`config.mk`:
```
export PLATFORM = sky130hd
export DESIGN_NAME = otp_word_programmer
export DESIGN_NICKNAME = d
export VERILOG_FILES = /design/src/rtl/otp_word_programmer.sv
export SDC_FILE = /design/constraint.sdc
export NUM_CORES = 1
export LEC_CHECK = 0
export BUFFER_PORTS_ARGS = -buffer_cell sky130_fd_sc_hd__buf_2
export CELL_PAD_IN_SITES_DETAIL_PLACEMENT = 1
export CELL_PAD_IN_SITES_GLOBAL_PLACEMENT = 2
export CORE_MARGIN = 2
export CORE_UTILIZATION = 34
export DETAILED_ROUTE_END_ITERATION = 10
export PLACE_DENSITY = 0.84
export SLEW_MARGIN = 20
export SYNTH_ARGS = -nofsm -noshare
export SYNTH_HDL_FRONTEND = slang
export SYNTH_SLANG_ARGS = --single-unit
```
`constraint.sdc`:
```
create_clock -name clk -period 5.5 [get_ports clk]
set_input_delay 0.55 -clock clk [delete_from_list [all_inputs] [get_ports clk]]
set_output_delay 0.55 -clock clk [all_outputs]
set_load 0.03 [all_outputs]
```
`src/rtl/otp_word_programmer.sv`:
```
module otp_word_programmer #(
  parameter int DATA_W = 64,
  parameter int ADDR_W = 13,
  parameter int PW_W   = 8,
  localparam int IDX_W = $clog2(DATA_W)
) (
  input  logic              clk,
  input  logic              rst_n,
  input  logic              start,
  input  logic              retry,
  input  logic [ADDR_W-1:0] row_addr,
  input  logic [DATA_W-1:0] wdata,
  input  logic [PW_W-1:0]   pulse_width,
  output logic              arr_prog_en,
  output logic [ADDR_W-1:0] arr_row,
  output logic [IDX_W-1:0]  arr_bit,
  output logic              arr_rd_en,
  input  logic [DATA_W-1:0] arr_rdata,
  output logic              prog_ready,
  output logic              zero_skip,
  output logic              err_cor,
  output logic              err_unc
);

  localparam logic [IDX_W-1:0] LAST_IDX = IDX_W'(DATA_W - 1);
  localparam int CNT_W = $clog2(DATA_W + 1);

  typedef enum logic [1:0] {S_IDLE, S_SCAN, S_PULSE, S_READ} state_t;

  state_t            state;
  logic [DATA_W-1:0] data_q, pend_q, fail_q;
  logic [ADDR_W-1:0] addr_q;
  logic [PW_W-1:0]   pw_q, cnt_q;
  logic [IDX_W-1:0]  idx_q;
  logic              tried_q;
  logic [DATA_W-1:0] fail_now;
  logic [CNT_W-1:0]  nfail;
  logic              accept;

  assign accept   = (state == S_IDLE) && start && (!retry || tried_q);
  assign fail_now = data_q & ~arr_rdata;

  always_comb begin
    nfail = '0;
    for (int i = 0; i < DATA_W; i++) nfail = nfail + CNT_W'(fail_now[i]);
  end

  always_ff @(posedge clk or negedge rst_n) begin
    if (!rst_n) begin
      state     <= S_IDLE;
      data_q    <= '0;
      pend_q    <= '0;
      fail_q    <= '0;
      addr_q    <= '0;
      pw_q      <= '0;
      cnt_q     <= '0;
      idx_q     <= '0;
      tried_q   <= 1'b0;
      zero_skip <= 1'b0;
      err_cor   <= 1'b0;
      err_unc   <= 1'b0;
    end else begin
      case (state)
        S_IDLE: if (accept) begin
          zero_skip <= 1'b0;
          err_cor   <= 1'b0;
          err_unc   <= 1'b0;
          tried_q   <= 1'b1;
          data_q    <= wdata;
          addr_q    <= row_addr;
          pw_q      <= pulse_width;
          idx_q     <= '0;
          if (wdata == '0) begin
            zero_skip <= 1'b1;
            fail_q    <= '0;
          end else begin
            pend_q <= retry ? fail_q : wdata;
            state  <= S_SCAN;
          end
        end
        S_SCAN: begin
          if (pend_q[idx_q]) begin
            cnt_q <= '0;
            state <= S_PULSE;
          end else if (idx_q == LAST_IDX) begin
            state <= S_READ;
          end else begin
            idx_q <= idx_q + 1'b1;
          end
        end
        S_PULSE: begin
          if (cnt_q == pw_q) begin
            if (idx_q == LAST_IDX) state <= S_READ;
            else begin
              idx_q <= idx_q + 1'b1;
              state <= S_SCAN;
            end
          end else begin
            cnt_q <= cnt_q + 1'b1;
          end
        end
        S_READ: begin
          fail_q  <= fail_now;
          err_cor <= (nfail == CNT_W'(1));
          err_unc <= (nfail > CNT_W'(1));
          state   <= S_IDLE;
        end
        default: state <= S_IDLE;
      endcase
    end
  end

  assign arr_prog_en = (state == S_PULSE);
  assign arr_rd_en   = (state == S_READ);
  assign arr_row     = addr_q;
  assign arr_bit     = idx_q;
  assign prog_ready  = (state == S_IDLE);


  pulse_hold_chk: assert property (@(posedge clk) disable iff (!rst_n)
    (arr_prog_en && $past(arr_prog_en)) |-> $stable(arr_bit));


  err_excl_chk: assert property (@(posedge clk) disable iff (!rst_n)
    !(err_cor && err_unc));


  zero_clean_chk: assert property (@(posedge clk) disable iff (!rst_n)
    zero_skip |-> (!err_cor && !err_unc && prog_ready));


  busy_ready_chk: assert property (@(posedge clk) disable iff (!rst_n)
    (arr_prog_en || arr_rd_en) |-> !prog_ready);


  read_once_chk: assert property (@(posedge clk) disable iff (!rst_n)
    arr_rd_en |=> (prog_ready && !arr_rd_en));


  accept_chk: assert property (@(posedge clk) disable iff (!rst_n)
    (prog_ready && start && !retry && wdata != '0) |=> (!prog_ready && !err_cor && !err_unc && !zero_skip));

endmodule

```
==> results.md, run 1 <==
- The flow ran to the end, but the final reports show violations.
- The final reports fail on DRC, setup timing.
- Summed over its instances, the top area cell type makes up 47.3% of the synthesized netlist area.
- In the post-synthesis netlist, the biggest area contributors are sky130_fd_sc_hd__dfrtp_1 (47%), sky130_fd_sc_hd__fa_1 (8.8%), sky130_fd_sc_hd__mux2_2 (7.8%).
- The core region is around 0.036 mm^2.
- The slowest library cell on the worst path is sky130_fd_sc_hd__fa_1.
- In this run the number of H-tree levels came out at 1.
- Among the stages of the critical path, the cell type that occurs most often is sky130_fd_sc_hd__fa_1.
- By count the netlist is led by sky130_fd_sc_hd__dfrtp_1 (233), sky130_fd_sc_hd__nand2_1 (134), sky130_fd_sc_hd__mux2_2 (85).
- The highest clock frequency the design can meet is roughly 0.16 GHz.
- TritonCTS built the clock tree.
- For this run, asynchronously set or reset flops after synthesis account for 100%.
- From left edge to right edge, the die measures slightly below 200 um.
- The count of final setup violators is 2.
- For the pin with the worst max-slew slack, the measured transition is about 940 ps.
- The type of the most critical hold path is input pin to asynchronous set/reset pin.
- The insertion delay of the later-clocked pin in the worst-skew pair is around 560 ps.
- The routed layout has approximately 9000 vias.
- The area overhead of the layout relative to synthesis is 21.9%.
- The first TritonRoute pass finished after 10 iterations.
- Entering global routing, the biggest net connects 99 pins.
- The number of synthesis warnings is 0.
- The average routed wire per standard cell is about 21 um.
- In this run the cell area of the synthesized design comes to approximately 0.012 mm^2.
- STA classifies the critical path endpoint as a flop.
- The worst slew margin relative to its limit is a little under two fifths.
- The leading area contributor after synthesis is sky130_fd_sc_hd__dfrtp_1.
- The total overflow left after global routing is 0.
- STA classifies the critical path startpoint as a flop.
- From bottom edge to top edge, the die measures a little under 200 um.
- Once routing completed, OpenROAD measured the worst setup slack at -611 ps.
- Walking the worst path, the cells encountered are nor2b_2, fa_1, fa_1, inv_2, fa_1, fa_1, fa_1, fa_1, fa_1, fa_1, inv_1, ha_2, fa_1, nor4_2, and3_1, nand4_1, nand2_1.
- The die covers approximately 0.038 mm^2.
- After detailed routing, the number of remaining DRC violations is 11.
- Global routing used 20.2% of the available tracks across all layers.
- The worst setup path is of the flop to flop kind.
- Each instance of the synthesized netlist takes up on average ~11 um^2.
- The post-synthesis cell type count is between 50 and 60.
- The max-slew violation count came to 0.
- After layout, the minimum clock period comes to 6110 ps.
- The total CTS buffers is 28.
- The initial DRC count is 444.
- The maximum cell stage delay along the critical path is around 620 ps.
- The initial antenna violation count is 1.
- Clock-pin slew was measured on the worst setup and hold paths at about 60 ps.
- The flip-flop and latch area is 0.00583 mm^2.
- STA puts the critical path data required time at 5980 ps.
- The number of global-route vias before repair is between 10000 and 15000.
- The sequential share of the synthesized area is 47.3%.
- On the final layout, the worst clock skew is 19.2 ps.
- In the final layout, the share of cells above drive strength 1 is between 30% and 40%.
- Counting every instance in the synthesized netlist gives around 1100.
- Once detail routing completed, the nets flagged for antenna violations numbered 0.
- The number of antenna diodes in the final layout is 0.
- Port buffering added between 150 and 200 buffers.
- For this run, the post-layout net count is 1517.
- The max-cap violation count is 0.
- The hold violation total from the final report was 0.
- The number of fill cells in the layout is 3893.
- The post-synthesis register bit count is about 230.
- The I/O pin count is between 150 and 200.
- The starting density of the core is about 35%.
- The number of buffers on the longest clock path is 3.
- After layout, the worst path uses 111% of the clock period.
- The total clock sinks is about 230.
- At the end of the flow the core is filled with cells to 42.1%.
- In this run the worst path has a maximum fanout of 2.
- Summing all multi-input logic gate instances after layout gives approximately 0.0063 mm^2.
- Yosys mapped a number of flops with a built-in enable equal to 0.
- The number of nets in the synthesized netlist is ~1300.
- In the synthesized netlist the dominant register cell turns out to be sky130_fd_sc_hd__dfrtp_1.
- The internal reg-to-reg setup slack is -610 ps.
- Setup repair after global routing could not meet its margin everywhere.
- In this run the core area contains 69 standard-cell rows.
- The half-perimeter wire length of the detailed placement result is roughly 28000 um.
- By instance count, the leading cell after synthesis is sky130_fd_sc_hd__dfrtp_1.
- The master cell of the clock root buffer is sky130_fd_sc_hd__clkbuf_16.
- For the worst setup path, the data arrival time is roughly 6600 ps.
- The total length of routed wires is 37800 um.
- The first global-routing pass estimated 58800 um of wire.
- In this run, post-CTS hold repair placed 0 buffers.
- The average vias per placed instance is roughly 5.2.
- The routability-driven placement congestion ratio is ~0.82.
-- kinds of logic (layout without fill, tap and decap cells) --
group                      count (synthesis)  in the layout  synth area share [%]
AOI/OAI and AO/OA                        130            130                  6.65
xor gates and xnor gates                   8              8                 0.569
adders and majority gates                 75             75                  10.9
buffers and inverters                    110            322                  3.68
DFF                                      233            233                  47.3
muxes                                    170            170                  16.5
and+or+nand+nor                          370            370                  14.3
-- metrics by stage --
step           hold slack (ps)  area [um^2]  worst slack, ps  instances  setup TNS [ps]
4_1_cts                   49.2        15000             -619       1767           -1170
6_report                  23.6        15000             -611       1769           -1170
3_3_place_gp               449        14100             -810       1718           -1580
3_5_place_dp               456        14100             -882       1718           -1710
5_1_grt                   70.9        15000             -846       1769           -1640
2_1_floorplan              254        12500             -404       1096            -789
-- path summary, 6_finish.rpt --
kind	startpoint	end	cells past startpoint
setup reg to reg	data_q[9]	err_cor	17
max in group asynchronous	rst_n	data_q[50]	2
min in group clk	row_addr[12]	arr_row[12]	2
setup / recovery	data_q[9]	err_cor	17
hold reg to reg	fail_q[25]	fail_q[25]	2
hold / removal	rst_n	arr_row[12]	1
-- area by class of cell --
| type | count | area share [%] |
|---|---|---|
| Timing Repair Buffer | 225 | 8.47 |
| Tap cell | 461 | 3.84 |
| Sequential cell | 233 | 38.8 |
| Multi-Input combinational cell | 753 | 41.6 |
| Clock buffer | 39 | 5.21 |
| Inverter | 48 | 1.20 |
| Clock inverter | 10 | 0.808 |
-- per-layer routing --
layer	part of all wire (%)	vias to the layer above	global-route usage, %
li1	-	4168	-
met1	42	4784	25.7
met2	51	194	35.6
met3	4.1	66	2.74
met4	3.1	0	6.44
met5	0	-	0
-- layout by cell type (no fill, tap or decap), types with 7 or more instances in the layout --
| master | Yosys | final |
|---|---|---|
| sky130_fd_sc_hd__xor2_1 | 8 | 8 |
| sky130_fd_sc_hd__o21ai_0 | 9 | 8 |
| sky130_fd_sc_hd__nand3_1 | 51 | 51 |
| sky130_fd_sc_hd__nor2b_4 | 0 | 18 |
| sky130_fd_sc_hd__o31ai_1 | 23 | 23 |
| sky130_fd_sc_hd__mux4_1 | 11 | 11 |
| sky130_fd_sc_hd__ha_1 | 21 | 19 |
| sky130_fd_sc_hd__nor4_1 | 23 | 22 |
| sky130_fd_sc_hd__nand4_1 | 9 | 9 |
| sky130_fd_sc_hd__buf_4 | 1 | 48 |
| sky130_fd_sc_hd__a21oi_1 | 69 | 67 |
| sky130_fd_sc_hd__mux2i_1 | 70 | 70 |
| sky130_fd_sc_hd__clkbuf_1 | 50 | 7 |
| sky130_fd_sc_hd__mux2_2 | 85 | 85 |
| sky130_fd_sc_hd__nand2_1 | 134 | 134 |
| sky130_fd_sc_hd__nand2b_1 | 24 | 21 |
| sky130_fd_sc_hd__nor2_1 | 68 | 67 |
| sky130_fd_sc_hd__nor2b_2 | 0 | 11 |
| sky130_fd_sc_hd__inv_1 | 48 | 44 |
| sky130_fd_sc_hd__dfrtp_1 | 233 | 233 |
| sky130_fd_sc_hd__fa_1 | 54 | 54 |
| sky130_fd_sc_hd__buf_2 | 4 | 175 |
| sky130_fd_sc_hd__clkbuf_16 | 0 | 28 |
| sky130_fd_sc_hd__nor2b_1 | 44 | 15 |
-- what timing repair did --
action / CTS / global route
resized for setup: 9 / 4
setup buffers: 1 / 2
endpoints found under the setup margin: 2 / 2
pin swaps: 19 / 14
-- state kept, by name, summed over array words and instances (netlist names), 2 cells and up --
| register | cells |
|---|---|
| pend_q | 64 |
| cnt_q | 8 |
| pw_q | 8 |
| arr_bit | 6 |
| state | 2 |
| fail_q | 64 |
| data_q | 64 |
| arr_row | 13 |
-- critical path: cells and delay by family (launching register included) --
kind,cells,cell delay [ps]
adders and majority gates,10,4780
and+or+nand+nor,5,770
DFF,1,370
buffers and inverters,2,120
Power of run 1 is left out: the tool's default activity adds up to more than one toggle a clock period on the data nets, which glitch-free logic cannot reach.
==> inputs of run 2 (changes only) <==
--- a/config.mk
+++ b/config.mk
@@ -11,6 +11,7 @@
 export CORE_MARGIN = 2
 export CORE_UTILIZATION = 34
 export DETAILED_ROUTE_END_ITERATION = 10
+export MAX_ROUTING_LAYER = met4
 export PLACE_DENSITY = 0.84
 export SLEW_MARGIN = 20
 export SYNTH_ARGS = -nofsm -noshare
==> results.md, run 2 (synthesis results as in run 1) <==
- The share of cells above drive strength 1 is 31.1% (unchanged).
- Failing checks: DRC, setup timing (unchanged).
- The total length of routed wires is 37800 um (about the same).
- The hold-fix buffer count after cts is 0 (unchanged).
- The hold violation total from the final report is 0 (unchanged).
- Result of the run: finished, violations left (unchanged).
- The actual slew at the worst max-slew pin was 944 ps (about the same).
- The half-perimeter wire length of the detailed placement result was 28000 um (unchanged).
- The number of buffers on the longest clock path came to 3 (unchanged).
- Unrepaired setup endpoints after global routing: yes (unchanged).
- The residual DRC count is 11 (unchanged).
- Most frequent cells in the layout: sky130_fd_sc_hd__dfrtp_1 (233), sky130_fd_sc_hd__buf_2 (175), sky130_fd_sc_hd__nand2_1 (134) (unchanged).
- The total via count in the routed design is 9208 (was 9212).
- The starting density of the core is 34.5% (unchanged).
- The number of fill cells in the layout is 3893 (unchanged).
- The average routed wire per standard cell was 21.4 um (about the same).
- The initial DRC count was 440 (was 444).
- The number of diodes added for antenna fixing is 0 (unchanged).
- The max-slew violation count is 0 (unchanged).
- The total CTS buffers came to 28 (unchanged).
- The count of H-tree levels built during CTS is 1 (unchanged).
- The clock-pin slew of the registers on the worst-case setup and hold paths came to 60 ps (about the same).
- The final clock period utilization by the worst path is 111% (about the same).
- The number of cell instances on the worst register-to-register path is 17 (unchanged).
- The number of instances in the placed design is 1718 (unchanged).
- The total clock sinks came to 233 (unchanged).
- The largest net degree at the start of global routing is 99 (unchanged).
- The data required time at the worst endpoint is 5980 ps (about the same).
- The number of antenna-violating nets in the routed design was 0 (unchanged).
- The horizontal die dimension is 194 um (unchanged).
- The number of global-route vias before repair is 10000 (about the same).
- The TritonCTS clock tree was yes (unchanged).
- The first-pass detailed-route iteration total was 10 (unchanged).
- The start-to-end type of the worst setup path is flop to flop (unchanged).
- The peak fanout along the critical path is 2 (unchanged).
- The average vias per placed instance is 5.21 (about the same).
- The placement row count was 69 (unchanged).
- The count of final setup violators came to 2 (unchanged).
- The highest clock frequency the design can meet is 0.164 GHz (about the same).
- The post-layout minimum cycle time is 6110 ps (about the same).
- The worst slew margin relative to its limit was 37.1% (about the same).
- The master cell of the clock root buffer is sky130_fd_sc_hd__clkbuf_16 (unchanged).
- The type of element capturing the critical path is a flop (unchanged).
- The setup skew after layout is 19.5 ps (was 19.2 ps).
- The I/O pin count was 178 (unchanged).
- The remaining global-route overflow is 0 (unchanged).
- The data arrival time of the critical path is 6590 ps (about the same).
- The area overhead of the layout relative to synthesis was 21.9% (unchanged).
- Largest registers in the final layout: data_q x64, fail_q x64, pend_q x64 (unchanged).
- The die footprint is 0.0378 mm^2 (unchanged).
- The die height is 194 um (unchanged).
- The first-pass GRT wire length is 58800 um (about the same).
- The post-route worst setup slack is -608 ps (was -611 ps).
- The most common cell after layout, fill and taps aside was sky130_fd_sc_hd__dfrtp_1 (unchanged).
- The initial antenna violation count came to 1 (unchanged).
- The standard cell core area is 0.0357 mm^2 (unchanged).
- The filler-free cell count of the finished design is 1769 (unchanged).
- The number of input and output port buffers inserted was 177 (unchanged).
- The insertion delay of the later-clocked pin in the worst-skew pair is 560 ps (about the same).
- The type of the most critical hold path is input pin to asynchronous set/reset pin (unchanged).
- The routability-driven placement congestion ratio is 0.836 (was 0.824).
- The max-cap violation count is 0 (unchanged).
- The number of nets in the layout is 1517 (unchanged).
- The element type at the critical path start was a flop (unchanged).
- The pre-CTS setup slack came to -882 ps (unchanged).
- The overall track demand over capacity in global routing was 20.8% (was 20.2%).
run 2: cell counts in the layout (fill, tap and decap cells not counted):
Identical to the previous run, type by type.
run 2: critical path, stage by stage (launching register included):
cell,delay (ps)
sky130_fd_sc_hd__dfrtp_1,370
sky130_fd_sc_hd__nor2b_2,170
sky130_fd_sc_hd__fa_1,480
sky130_fd_sc_hd__fa_1,610
sky130_fd_sc_hd__inv_2,70
sky130_fd_sc_hd__fa_1,510
sky130_fd_sc_hd__fa_1,540
sky130_fd_sc_hd__fa_1,520
sky130_fd_sc_hd__fa_1,560
sky130_fd_sc_hd__fa_1,420
sky130_fd_sc_hd__fa_1,490
sky130_fd_sc_hd__inv_1,50
sky130_fd_sc_hd__ha_2,190
sky130_fd_sc_hd__fa_1,450
sky130_fd_sc_hd__nor4_2,210
sky130_fd_sc_hd__and3_1,200
sky130_fd_sc_hd__nand4_1,90
sky130_fd_sc_hd__nand2_1,100
run 2: metal layers:
layer,vias to the layer above,GRT usage (%),routed length (um)
li1,4177,-,-
met1,4766,25.7,16100
met2,199,35.5,19100
met3,66,2.78,1450
met4,0,6.64,1200
met5,-,-,0
run 2: path summary, 6_finish.rpt:
kind	endpoint	slack, ps	from
max	err_cor	-610	data_q[9]
min	arr_row[12]	7	rst_n
max reg2reg	err_cor	-610	data_q[9]
min reg2reg	fail_q[25]	460	fail_q[25]
max in group asynchronous	data_q[50]	4170	rst_n
min in group clk	arr_row[12]	240	row_addr[12]
run 2: final cells by class:
cell class | count | area, um^2 | area share, %
Clock buffer | 39 | 782 | 5.21
Clock inverter | 10 | 121 | 0.808
Inverter | 48 | 180 | 1.20
Multi-Input combinational cell | 753 | 6250 | 41.6
Sequential cell | 233 | 5830 | 38.8
Tap cell | 461 | 577 | 3.84
Timing Repair Buffer | 225 | 1270 | 8.47
run 2: through the flow:
step	utilization, %	setup TNS, ps	hold WS (ps)	cell area (um^2)
floorplan	-	-789	254	12500
global placement	39.4	-1580	449	14100
detailed placement	39.4	-1710	456	14100
CTS	42.0	-1170	49.2	15000
global route	42.1	-1640	63.1	15000
finish	42.1	-1160	6.87	15000
run 2: repair_timing:
| item | CTS | global route |
|---|---|---|
| gates cloned | 0 | 0 |
| setup buffers | 1 | 2 |
| endpoints found under the hold margin | 0 | 0 |
| setup endpoints to repair | 2 | 2 |
| pin swaps | 19 | 14 |
| gates resized for setup | 9 | 4 |
Power of run 2 is left out for the same reason.
